## config.mk

```make
export PLATFORM = sky130hd
export DESIGN_NAME = hotslot_regs
export DESIGN_NICKNAME = d
export VERILOG_FILES = /design/src/rtl/hotslot_pkg.sv /design/src/rtl/hotslot_dp.sv /design/src/rtl/hotslot_ctrl.sv /design/src/rtl/hotslot_regs.sv
export SDC_FILE = /design/constraint.sdc
export NUM_CORES = 1
export LEC_CHECK = 0
export BUFFER_PORTS_ARGS = -buffer_cell sky130_fd_sc_hd__buf_2
export CAP_MARGIN = 20
export CORE_ASPECT_RATIO = 0.6
export CORE_MARGIN = 1.5
export CORE_UTILIZATION = 40
export CTS_BUF_LIST = sky130_fd_sc_hd__clkbuf_4 sky130_fd_sc_hd__clkbuf_8 sky130_fd_sc_hd__clkbuf_16
export DETAILED_ROUTE_END_ITERATION = 7
export GPL_TIMING_DRIVEN = 0
export SYNTH_ARGS = -nofsm -noshare
export SYNTH_HDL_FRONTEND = slang
export SYNTH_SLANG_ARGS = --single-unit
```

## constraint.sdc

```tcl
create_clock -name clk -period 2.65 [get_ports clk]
set_input_delay 0.1325 -clock clk [delete_from_list [all_inputs] [get_ports clk]]
set_output_delay 0.1325 -clock clk [all_outputs]
set_load 0.05 [all_outputs]
```

## src/rtl/hotslot_pkg.sv

```systemverilog
package hotslot_pkg;

  typedef enum logic [1:0] {
    CMD_SCAN  = 2'd0,
    CMD_OSTEV = 2'd1,
    CMD_OSTST = 2'd2
  } cmd_e;

  localparam logic [1:0] WORD_SEL  = 2'd0;
  localparam logic [1:0] WORD_CTL  = 2'd1;
  localparam logic [1:0] WORD_DATA = 2'd2;

  localparam int FLAG_CLR_INS = 1;
  localparam int FLAG_CLR_REM = 2;
  localparam int FLAG_EJECT   = 3;

  typedef struct packed {
    logic clrIns;
    logic clrRem;
    logic eject;
    logic ostEvWr;
    logic ostStWr;
  } strobe_t;

endpackage

```

## src/rtl/hotslot_dp.sv

```systemverilog
module hotslot_dp
  import hotslot_pkg::*;
#(
  parameter int SLOTS = 8,
  parameter int DW    = 32,
  localparam int IDXW = (SLOTS > 1) ? $clog2(SLOTS) : 1
) (
  input  logic            clk,
  input  logic            rstN,
  input  strobe_t         strb,
  input  logic [IDXW-1:0] slotIdx,
  input  logic [DW-1:0]   wdata,
  input  logic            plugValid,
  input  logic            plugHot,
  input  logic [IDXW-1:0] plugSlot,
  input  logic            unplugReqValid,
  input  logic [IDXW-1:0] unplugReqSlot,
  input  logic            unplugDoneValid,
  input  logic [IDXW-1:0] unplugDoneSlot,
  output logic [SLOTS-1:0] presentVec,
  output logic [SLOTS-1:0] insVec,
  output logic [SLOTS-1:0] remVec,
  output logic            evtIrq,
  output logic            ejectValid,
  output logic [IDXW-1:0] ejectSlot,
  output logic            ostNotify,
  output logic [IDXW-1:0] ostSlot,
  output logic [DW-1:0]   ostEvent,
  output logic [DW-1:0]   ostStatus
);

  logic [SLOTS*DW-1:0] evFlat;

  for (genvar g = 0; g < SLOTS; g++) begin : gSlot
    logic presReg, insReg, remReg;
    logic [DW-1:0] evReg;
    logic hitSel;

    assign hitSel = (slotIdx == IDXW'(g));

    always_ff @(posedge clk) begin
      if (!rstN) begin
        presReg <= 1'b0;
        insReg  <= 1'b0;
        remReg  <= 1'b0;
        evReg   <= '0;
      end else begin
        if (plugValid && plugSlot == IDXW'(g))
          presReg <= 1'b1;
        else if (unplugDoneValid && unplugDoneSlot == IDXW'(g))
          presReg <= 1'b0;

        if (plugValid && plugHot && plugSlot == IDXW'(g))
          insReg <= 1'b1;
        else if (strb.clrIns && hitSel)
          insReg <= 1'b0;

        if (unplugReqValid && unplugReqSlot == IDXW'(g))
          remReg <= 1'b1;
        else if (strb.clrRem && hitSel)
          remReg <= 1'b0;

        if (strb.ostEvWr && hitSel)
          evReg <= wdata;
      end
    end

    assign presentVec[g]       = presReg;
    assign insVec[g]           = insReg;
    assign remVec[g]           = remReg;
    assign evFlat[g*DW +: DW]  = evReg;
  end

  assign evtIrq = |(insVec | remVec);

  always_ff @(posedge clk) begin
    if (!rstN) begin
      ejectValid <= 1'b0;
      ejectSlot  <= '0;
      ostNotify  <= 1'b0;
      ostSlot    <= '0;
      ostEvent   <= '0;
      ostStatus  <= '0;
    end else begin
      ejectValid <= strb.eject && presentVec[slotIdx] && (slotIdx != '0);
      ejectSlot  <= slotIdx;
      ostNotify  <= strb.ostStWr;
      if (strb.ostStWr) begin
        ostSlot   <= slotIdx;
        ostEvent  <= evFlat[slotIdx*DW +: DW];
        ostStatus <= wdata;
      end
    end
  end

  // Checker state: presence as seen on the previous cycle
  logic [SLOTS-1:0] presQ;
  always_ff @(posedge clk) begin
    if (!rstN) presQ <= '0;
    else       presQ <= presentVec;
  end

  a_r5_eject_guard: assert property (@(posedge clk) disable iff (!rstN)
    ejectValid |-> (ejectSlot != '0) && presQ[ejectSlot])
    else $error("eject issued for boot or absent slot");

  a_r10_plug_sets_insert: assert property (@(posedge clk) disable iff (!rstN)
    plugValid && plugHot |=> insVec[$past(plugSlot)] && presentVec[$past(plugSlot)])
    else $error("hot plug did not mark slot");

  a_r11_irq_follows_event: assert property (@(posedge clk) disable iff (!rstN)
    unplugReqValid |=> evtIrq)
    else $error("interrupt missing after unplug request");

  a_r9_notify_once: assert property (@(posedge clk) disable iff (!rstN)
    ostNotify |-> $past(strb.ostStWr))
    else $error("notify without status write");

endmodule

```

## src/rtl/hotslot_ctrl.sv

```systemverilog
module hotslot_ctrl
  import hotslot_pkg::*;
#(
  parameter int SLOTS = 8,
  parameter int DW    = 32,
  localparam int IDXW = (SLOTS > 1) ? $clog2(SLOTS) : 1,
  localparam int NB   = DW / 8
) (
  input  logic            clk,
  input  logic            rstN,
  input  logic            busReq,
  input  logic            busWr,
  input  logic [1:0]      busAddr,
  input  logic [NB-1:0]   busBe,
  input  logic [DW-1:0]   busWdata,
  output logic            busReady,
  output logic [DW-1:0]   busRdata,
  input  logic [SLOTS-1:0] presentVec,
  input  logic [SLOTS-1:0] insVec,
  input  logic [SLOTS-1:0] remVec,
  output strobe_t         strb,
  output logic [IDXW-1:0] slotIdx,
  output logic [DW-1:0]   wdataOut
);

  logic [DW-1:0]   selReg;
  cmd_e            cmdReg;
  logic            busy;
  logic [IDXW-1:0] iter;
  logic [IDXW:0]   lapCnt;

  logic [SLOTS-1:0] pendVec;
  logic selValid, wrAcc, ctlWr, cmdWr, dataWr;
  logic [7:0] flagByte, cmdByte;
  logic [DW-1:0] laneData;

  assign pendVec  = insVec | remVec;
  assign selValid = selReg < DW'(SLOTS);
  assign slotIdx  = selReg[IDXW-1:0];
  assign busReady = !busy;

  assign wrAcc  = busReq && busReady && busWr;
  assign ctlWr  = wrAcc && selValid && (busAddr == WORD_CTL);
  assign dataWr = wrAcc && selValid && (busAddr == WORD_DATA) && (|busBe);
  assign cmdWr  = ctlWr && busBe[1];
  assign flagByte = busBe[0] ? busWdata[7:0] : 8'h00;
  assign cmdByte  = busWdata[15:8];

  for (genvar b = 0; b < NB; b++) begin : gLane
    assign laneData[b*8 +: 8] = busBe[b] ? busWdata[b*8 +: 8] : 8'h00;
  end
  assign wdataOut = laneData;

  always_comb begin
    strb = '0;
    if (ctlWr) begin
      if (flagByte[FLAG_CLR_INS])      strb.clrIns = 1'b1;
      else if (flagByte[FLAG_CLR_REM]) strb.clrRem = 1'b1;
      else if (flagByte[FLAG_EJECT])   strb.eject  = 1'b1;
    end
    strb.ostEvWr = dataWr && (cmdReg == CMD_OSTEV);
    strb.ostStWr = dataWr && (cmdReg == CMD_OSTST);
  end

  always_ff @(posedge clk) begin
    if (!rstN) begin
      selReg <= '0;
      cmdReg <= CMD_SCAN;
      busy   <= 1'b0;
      iter   <= '0;
      lapCnt <= '0;
    end else if (busy) begin
      if (pendVec[iter]) begin
        selReg <= DW'(iter);
        busy   <= 1'b0;
      end else if (lapCnt == (IDXW+1)'(SLOTS - 1)) begin
        busy <= 1'b0;
      end else begin
        iter   <= (iter == IDXW'(SLOTS - 1)) ? '0 : iter + 1'b1;
        lapCnt <= lapCnt + 1'b1;
      end
    end else begin
      if (wrAcc && busAddr == WORD_SEL) begin
        for (int b = 0; b < NB; b++)
          if (busBe[b]) selReg[b*8 +: 8] <= busWdata[b*8 +: 8];
      end
      if (cmdWr) begin
        case (cmdByte)
          8'd0: begin
            cmdReg <= CMD_SCAN;
            busy   <= 1'b1;
            iter   <= slotIdx;
            lapCnt <= '0;
          end
          8'd1:    cmdReg <= CMD_OSTEV;
          8'd2:    cmdReg <= CMD_OSTST;
          default: ;
        endcase
      end
    end
  end

  always_comb begin
    busRdata = '0;
    if (selValid) begin
      case (busAddr)
        WORD_CTL:  busRdata[2:0] = {remVec[slotIdx], insVec[slotIdx], presentVec[slotIdx]};
        WORD_DATA: busRdata = (cmdReg == CMD_SCAN) ? selReg : '0;
        default:   busRdata = '0;
      endcase
    end
  end

  // Checker state
  logic [SLOTS-1:0] pendQ;
  logic [IDXW+1:0]  busyRun;
  always_ff @(posedge clk) begin
    if (!rstN) begin
      pendQ   <= '0;
      busyRun <= '0;
    end else begin
      pendQ   <= pendVec;
      busyRun <= busy ? busyRun + 1'b1 : '0;
    end
  end

  a_r7_scan_bounded: assert property (@(posedge clk) disable iff (!rstN)
    busyRun <= (IDXW+2)'(SLOTS))
    else $error("scan exceeded slot count");

  a_r7_hit_has_event: assert property (@(posedge clk) disable iff (!rstN)
    $fell(busy) && (selReg != $past(selReg)) |-> pendQ[slotIdx])
    else $error("scan stopped on slot without event");

  a_r6_bad_cmd_kept: assert property (@(posedge clk) disable iff (!rstN)
    cmdWr && (cmdByte > 8'd2) |=> $stable(cmdReg))
    else $error("invalid command altered register");

  a_r3_no_strobe_invalid: assert property (@(posedge clk) disable iff (!rstN)
    !selValid |-> (strb == '0))
    else $error("strobe issued with invalid selector");

endmodule

```

## src/rtl/hotslot_regs.sv

```systemverilog
module hotslot_regs
  import hotslot_pkg::*;
#(
  parameter int SLOTS = 8,
  localparam int IDXW = (SLOTS > 1) ? $clog2(SLOTS) : 1
) (
  input  logic            clk,
  input  logic            rstN,
  input  logic            busReq,
  input  logic            busWr,
  input  logic [1:0]      busAddr,
  input  logic [3:0]      busBe,
  input  logic [31:0]     busWdata,
  output logic            busReady,
  output logic [31:0]     busRdata,
  input  logic            plugValid,
  input  logic            plugHot,
  input  logic [IDXW-1:0] plugSlot,
  input  logic            unplugReqValid,
  input  logic [IDXW-1:0] unplugReqSlot,
  input  logic            unplugDoneValid,
  input  logic [IDXW-1:0] unplugDoneSlot,
  output logic            evtIrq,
  output logic            ejectValid,
  output logic [IDXW-1:0] ejectSlot,
  output logic            ostNotify,
  output logic [IDXW-1:0] ostSlot,
  output logic [31:0]     ostEvent,
  output logic [31:0]     ostStatus
);

  strobe_t         strb;
  logic [IDXW-1:0] slotIdx;
  logic [31:0]     wdataInt;
  logic [SLOTS-1:0] presentVec, insVec, remVec;

  hotslot_ctrl #(.SLOTS(SLOTS), .DW(32)) uCtrl (
    .clk(clk), .rstN(rstN),
    .busReq(busReq), .busWr(busWr), .busAddr(busAddr), .busBe(busBe),
    .busWdata(busWdata), .busReady(busReady), .busRdata(busRdata),
    .presentVec(presentVec), .insVec(insVec), .remVec(remVec),
    .strb(strb), .slotIdx(slotIdx), .wdataOut(wdataInt)
  );

  hotslot_dp #(.SLOTS(SLOTS), .DW(32)) uDp (
    .clk(clk), .rstN(rstN),
    .strb(strb), .slotIdx(slotIdx), .wdata(wdataInt),
    .plugValid(plugValid), .plugHot(plugHot), .plugSlot(plugSlot),
    .unplugReqValid(unplugReqValid), .unplugReqSlot(unplugReqSlot),
    .unplugDoneValid(unplugDoneValid), .unplugDoneSlot(unplugDoneSlot),
    .presentVec(presentVec), .insVec(insVec), .remVec(remVec),
    .evtIrq(evtIrq), .ejectValid(ejectValid), .ejectSlot(ejectSlot),
    .ostNotify(ostNotify), .ostSlot(ostSlot), .ostEvent(ostEvent),
    .ostStatus(ostStatus)
  );

endmodule

```

==> flow_summary.ini, run 1 <==
[logic_synthesis]
synth.area.top_cells = dfxtp_1 48%, nand3_1 10%, mux4_2 9.6%, o21ai_0 6.3%, nand2_1 3.5%
synth_warnings = 0
syn_area_per_cell_um2 = 9.493
synth_seq_cells = 394
synth-edff-count = 0
async_flop_share = 0
ys_seq_area_frac = 0.4795
synth_area_um2 = 16450
syn_inst = 1733
yosysUniqueCellTypes = 59
yosysTopAreaCell = dfxtp_1
ys.flop_type = dfxtp_1
synth_top_area_frac = 0.4795

[sta]
slew_headroom = 0.3329
fin_crit_sh = 0.9763
min_period_ns = 2.587
drv_slew = 0
finalHoldViolations = 0
tightest_slew_ns = 0.9931
fmax_mhz = 386.5
setup_viol_count_final = 0
hold_ws_ns = 0.02744
clock_skew_ns = 0.01088

[power]
leakage_nw = 7.234
total_power_w = 0.01257
ir_drop_mv = 0.3547
p_per_area_nw_per_um2 = 632.8

[route]
num_vias = 15020
wl_per_cell_um = 22.84
via_per_inst = 5.910
drt_pass1_iterations = 7
drt_iter0_drc = 1724
ant_nets = 0
wl_um = 58030
drc = 0

[die]
rows = 57
dieArea_um2 = 42390
fp.dieH_um = 160.1
initial_core_util = 0.4061
io_pins = 161
die_x_um = 264.8
core-area_um2 = 40510

[cells_and_area]
layoutNonFillerInstCount = 2541
layout.nets = 2045
drive_above_1_share = 0.2095
area_growth_pct = 20.73
fillers = 3730
antennaDiodeCount = 0

[worst_setup_path]
crit_fanout = 10
setup.worst_path.class = flop to output port
start_kind = flop
rrSetupSlack_ns = 0.09
crit_required_ns = 2.52
setup.worst_path.end_class = output port
cp_data_arrival_time_ns = 2.45

[global_route]
grt_pass1_vias = 14160
grt_max_degree = 15
antenna_found_initial = 0
grt-ovfl-total = 0
grt_usage = 0.2681
grt_first_pass_wirelength_um = 86970

[min_path]
hp-class = primary input to flop

[clock_network]
clk_pin_slew_ns = 0.06
numCtsBuffers = 39
cts.sinks = 394
clk_latency_ns = 0.54
cts-htree-levels = 2
root_buffer = clkbuf_16
cts_tree = built
cts_buffer_depth = 3

[place]
place_congestion = 0.9123
port_buffers = 126
dp.cells = 2418
dpl.hpwl_um = 41780

[flow_run]
maxCapViolCount = 0

[outcome]
status = completed
-- registers in the layout (all words and copies together), names as in the netlist, 4 cells and up --
signal             flops
uCtrl.lapCnt           4
uCtrl.selReg          32
uDp.gSlot.evReg      256
uDp.gSlot.insReg       8
uDp.gSlot.presReg      8
uDp.gSlot.remReg       8
uDp.ostEvent          32
uDp.ostStatus         32
-- Yosys cell counts (5+ instances only) --
| cell | count |
|---|---|
| o2bb2ai_1 | 23 |
| o21ai_1 | 58 |
| nand4_1 | 7 |
| buf_4 | 29 |
| nor4_1 | 14 |
| or4_1 | 10 |
| and2_1 | 6 |
| a2bb2o_1 | 5 |
| nand2_1 | 152 |
| buf_6 | 20 |
| mux2_2 | 35 |
| buf_2 | 38 |
| clkbuf_1 | 68 |
| nor2_1 | 32 |
| nor2b_1 | 8 |
| a31oi_1 | 5 |
| o21ai_0 | 207 |
| a21oi_1 | 95 |
| a311oi_1 | 7 |
| mux2i_1 | 13 |
| ha_1 | 6 |
| buf_1 | 34 |
| dfxtp_1 | 394 |
| nand3_1 | 331 |
| mux4_2 | 70 |
-- power breakdown --
part	switching, W	leakage [nW]	internal [W]	total (W)
combinational	0.000560	3.39	0.000221	0.000781
sequential	0.0000147	3.17	0.00594	0.00595
clock	0.00240	0.674	0.00344	0.00584
-- cell type report --
cell class	count	area, µm²	share of cell area
Buffer	189	1121	0.05644
Clock buffer	56	1201	0.06048
Clock inverter	11	133.9	0.006741
Inverter	6	26.28	0.001323
Multi-Input combinational cell	1171	7649	0.3851
Sequential cell	394	7888	0.3971
Tap cell	531	664.4	0.03345
Timing Repair Buffer	183	1179	0.05934
-- metal layers --
layer | up-vias | part of all wire | track usage
met5 | - | 0 | 0
met4 | 0 | 0.017 | 0.06234
met3 | 78 | 0.11 | 0.07201
met2 | 784 | 0.41 | 0.3760
met1 | 7396 | 0.46 | 0.4046
li1 | 6760 | - | -
-- cell usage in the layout (no fill, tap or decap), types with 46 or more instances in the layout --
master         count
clkbuf_1          62
mux4_2            70
o21ai_1           58
a21oi_1           95
nand3_1          331
nand2_1          152
o21ai_0          207
dfxtp_1          394
buf_2            153
dlygate4sd3_1     46
-- cells by family after synthesis --
kind of cell	count (synthesis)	share of synthesized area
buf+inv	196	0.06343
other cells	1	0.0002280
mux	119	0.1293
compound gates	426	0.1471
flops	394	0.4795
fa+ha+maj	6	0.004563
simple gates	591	0.1759
-- worst max-delay path, stage by stage (launching register included) --
cell	delay [ns]
dfxtp_1	0.36
buf_6	0.18
buf_12	0.16
mux4_2	0.54
a21oi_1	0.16
nor2_1	0.07
a31oi_1	0.18
nor2_1	0.07
buf_4	0.19
-- worst paths after layout --
kind / startpoint / endpoint / cells past startpoint
min reg2reg: uDp.ostEvent[11]$_SDFFE_PN0P_ / uDp.ostEvent[11]$_SDFFE_PN0P_ / 2
max: uCtrl.selReg[1]$_SDFFE_PN0P_ / busRdata[2] / 8
min: unplugReqSlot[2] / uDp.gSlot[6].remReg$_SDFFE_PN0P_ / 3
max reg2reg: uCtrl.selReg[9]$_SDFFE_PN0P_ / uDp.gSlot[4].evReg[5]$_SDFFE_PN0P_ / 7
-- per-stage QoR --
step	TNS, ns	setup slack (ns)	utilization	instance area, µm²
finish	0	0.06292	0.4903	19860
global placement	-0.4310	-0.2287	0.4407	17850
global route	-0.01437	-0.01437	0.4903	19860
detailed placement	-0.5235	-0.2441	0.4407	17850
floorplan	0	0.4090	-	16560
CTS	-0.1080	-0.04573	0.4867	19720
-- what timing repair did --
| item | in CTS | in global routing |
|---|---|---|
| pin swaps | 0 | 3 |
| buffers inserted | 2 | 9 |
| hold buffers | 46 | 0 |
| hold endpoints to repair | 50 | 0 |
| setup endpoints to repair | 12 | 250 |
| resized for setup | 23 | 28 |
| cloned | 0 | 0 |
(Power assumes the default switching activity.)
==> inputs of run 2 (changes only) <==
--- a/config.mk
+++ b/config.mk
@@ -12,7 +12,6 @@
 export CORE_UTILIZATION = 40
 export CTS_BUF_LIST = sky130_fd_sc_hd__clkbuf_4 sky130_fd_sc_hd__clkbuf_8 sky130_fd_sc_hd__clkbuf_16
 export DETAILED_ROUTE_END_ITERATION = 7
-export GPL_TIMING_DRIVEN = 0
 export SYNTH_ARGS = -nofsm -noshare
 export SYNTH_HDL_FRONTEND = slang
 export SYNTH_SLANG_ARGS = --single-unit
==> flow_summary.ini, run 2 (synthesis results as in run 1) <==
[sta]
rsz0062_at_grt = no
finalSetupTns_ns = 0
slew_headroom = 0.3251
hold_ws_ns = 0.06161
tightest_slew_ns = 1.012
drv_slew = 0
setup_viol_count_final = 0
clock_skew_ns = 0.01328
setup_ws_ns = 0.1139
min_period_ns = 2.536
finalHoldViolations = 0
fmax_mhz = 394.3
fin_crit_sh = 0.9570

[clock_network]
cts_buffer_depth = 3
cts-htree-levels = 2
clk_pin_slew_ns = 0.07
clk_latency_ns = 0.54
numCtsBuffers = 38
cts_tree = built
cts.sinks = 394
root_buffer = clkbuf_16
cts_setup_buffers = 0

[die]
rows = 57
core-area_um2 = 40510
initial_core_util = 0.4061
fp.dieH_um = 160.1
die_x_um = 264.8
dieArea_um2 = 42390
io_pins = 161

[global_route]
grt_usage = 0.2353
grt_max_degree = 209
grt_first_pass_wirelength_um = 78340
grt_pass1_vias = 13190
antenna_found_initial = 1
grt-ovfl-total = 0

[cells_and_area]
largest_reg_flops = 256
final_common_cell = dfxtp_1
antennaDiodeCount = 0
drive_above_1_share = 0.1986
final_cell_mix = 392 x dfxtp_1, 331 x nand3_1, 207 x o21ai_0, 152 x nand2_1, 130 x buf_2
layout.nets = 1904
fillers = 3771
final_area_um2 = 19240
regMostFlops = uDp.gSlot.evReg
area_growth_pct = 16.95

[place]
placed_area_um2 = 17400
port_buffers = 131
place_ws_ns = 0.2919
place_congestion = 0.8683
dpl.hpwl_um = 31580

[worst_setup_path]
crit-reg2reg-launch = uCtrl.selReg[16]$_SDFFE_PN0P_
setup.worst_path.class = flop to output port
cp_data_arrival_time_ns = 2.40
crit_required_ns = 2.52
cp-startpoint = uCtrl.selReg[0]$_SDFFE_PN0P_
setup.worst_path.end_class = output port
start_kind = flop
crit_fanout = 20

[route]
drt_iter0_drc = 1304
ant_nets = 0
via_per_inst = 5.819
drc = 0
wl_per_cell_um = 21.26
wl_um = 51110
drt_pass1_iterations = 5
num_vias = 13990

[outcome]
status = completed

[power]
total_power_w = 0.01231
ir_drop_mv = 0.4859
p_per_area_nw_per_um2 = 639.9
leakage_nw = 6.937

[flow_run]
maxCapViolCount = 0

[min_path]
holdCritStartpoint = unplugDoneSlot[2]
hp-class = primary input to flop
## run 2: worst max-delay path, stage by stage (launching register included)
cell and delay [ns]:
dfxtp_4 0.55, buf_16 0.24, mux4_2 0.31, mux2_2 0.32
a22oi_1 0.15, nor2_1 0.06, buf_2 0.21
## run 2: what timing repair did
item / CTS / global route
resized for setup: 0 / 1
endpoints found under the hold margin: 54 / 0
hold buffers: 50 / 0
setup endpoints to repair: 0 / 3
## run 2: cell type report
class / instances / area, µm² / share of cell area
flip-flops and latches: 394 / 7895 / 0.4104
multi-input cells: 1171 / 7626 / 0.3964
repair buffers: 232 / 1723 / 0.08955
clock buffers: 58 / 1191 / 0.06191
well taps: 531 / 664.4 / 0.03453
clock inverters: 12 / 116.4 / 0.006048
inverters: 6 / 23.77 / 0.001236
## run 2: metal layers
metal  vias to the layer above  part of all wire  GRT usage
li1                       6467                 -          -
met1                      6854              0.46     0.3425
met2                       604              0.42     0.3463
met3                        64              0.10    0.06723
met4                         0             0.015    0.04675
met5                         -                 0          0
## run 2: through the flow
stage | util | cells
2_1_floorplan | - | 1761
3_3_place_gp | 0.4295 | 2283
3_5_place_dp | 0.4295 | 2283
4_1_cts | 0.4741 | 2403
5_1_grt | 0.4750 | 2404
6_report | 0.4750 | 2404
## run 2: where the power goes
part / internal [W] / switching, W / leakage (nW) / total (W)
Clock: 0.00332 / 0.00238 / 0.663 / 0.00569
Sequential: 0.00594 / 0.0000214 / 3.18 / 0.00596
Combinational: 0.000181 / 0.000479 / 3.10 / 0.000660
## run 2: worst paths after layout
path	end	depth (start not counted)	slack (ns)
max reg2reg	uDp.gSlot[7].evReg[7]$_SDFFE_PN0P_	6	0.20
min	uDp.gSlot[7].presReg$_SDFFE_PN0P_	4	0.06
min reg2reg	uDp.ostEvent[5]$_SDFFE_PN0P_	2	0.45
max	busRdata[1]	6	0.11
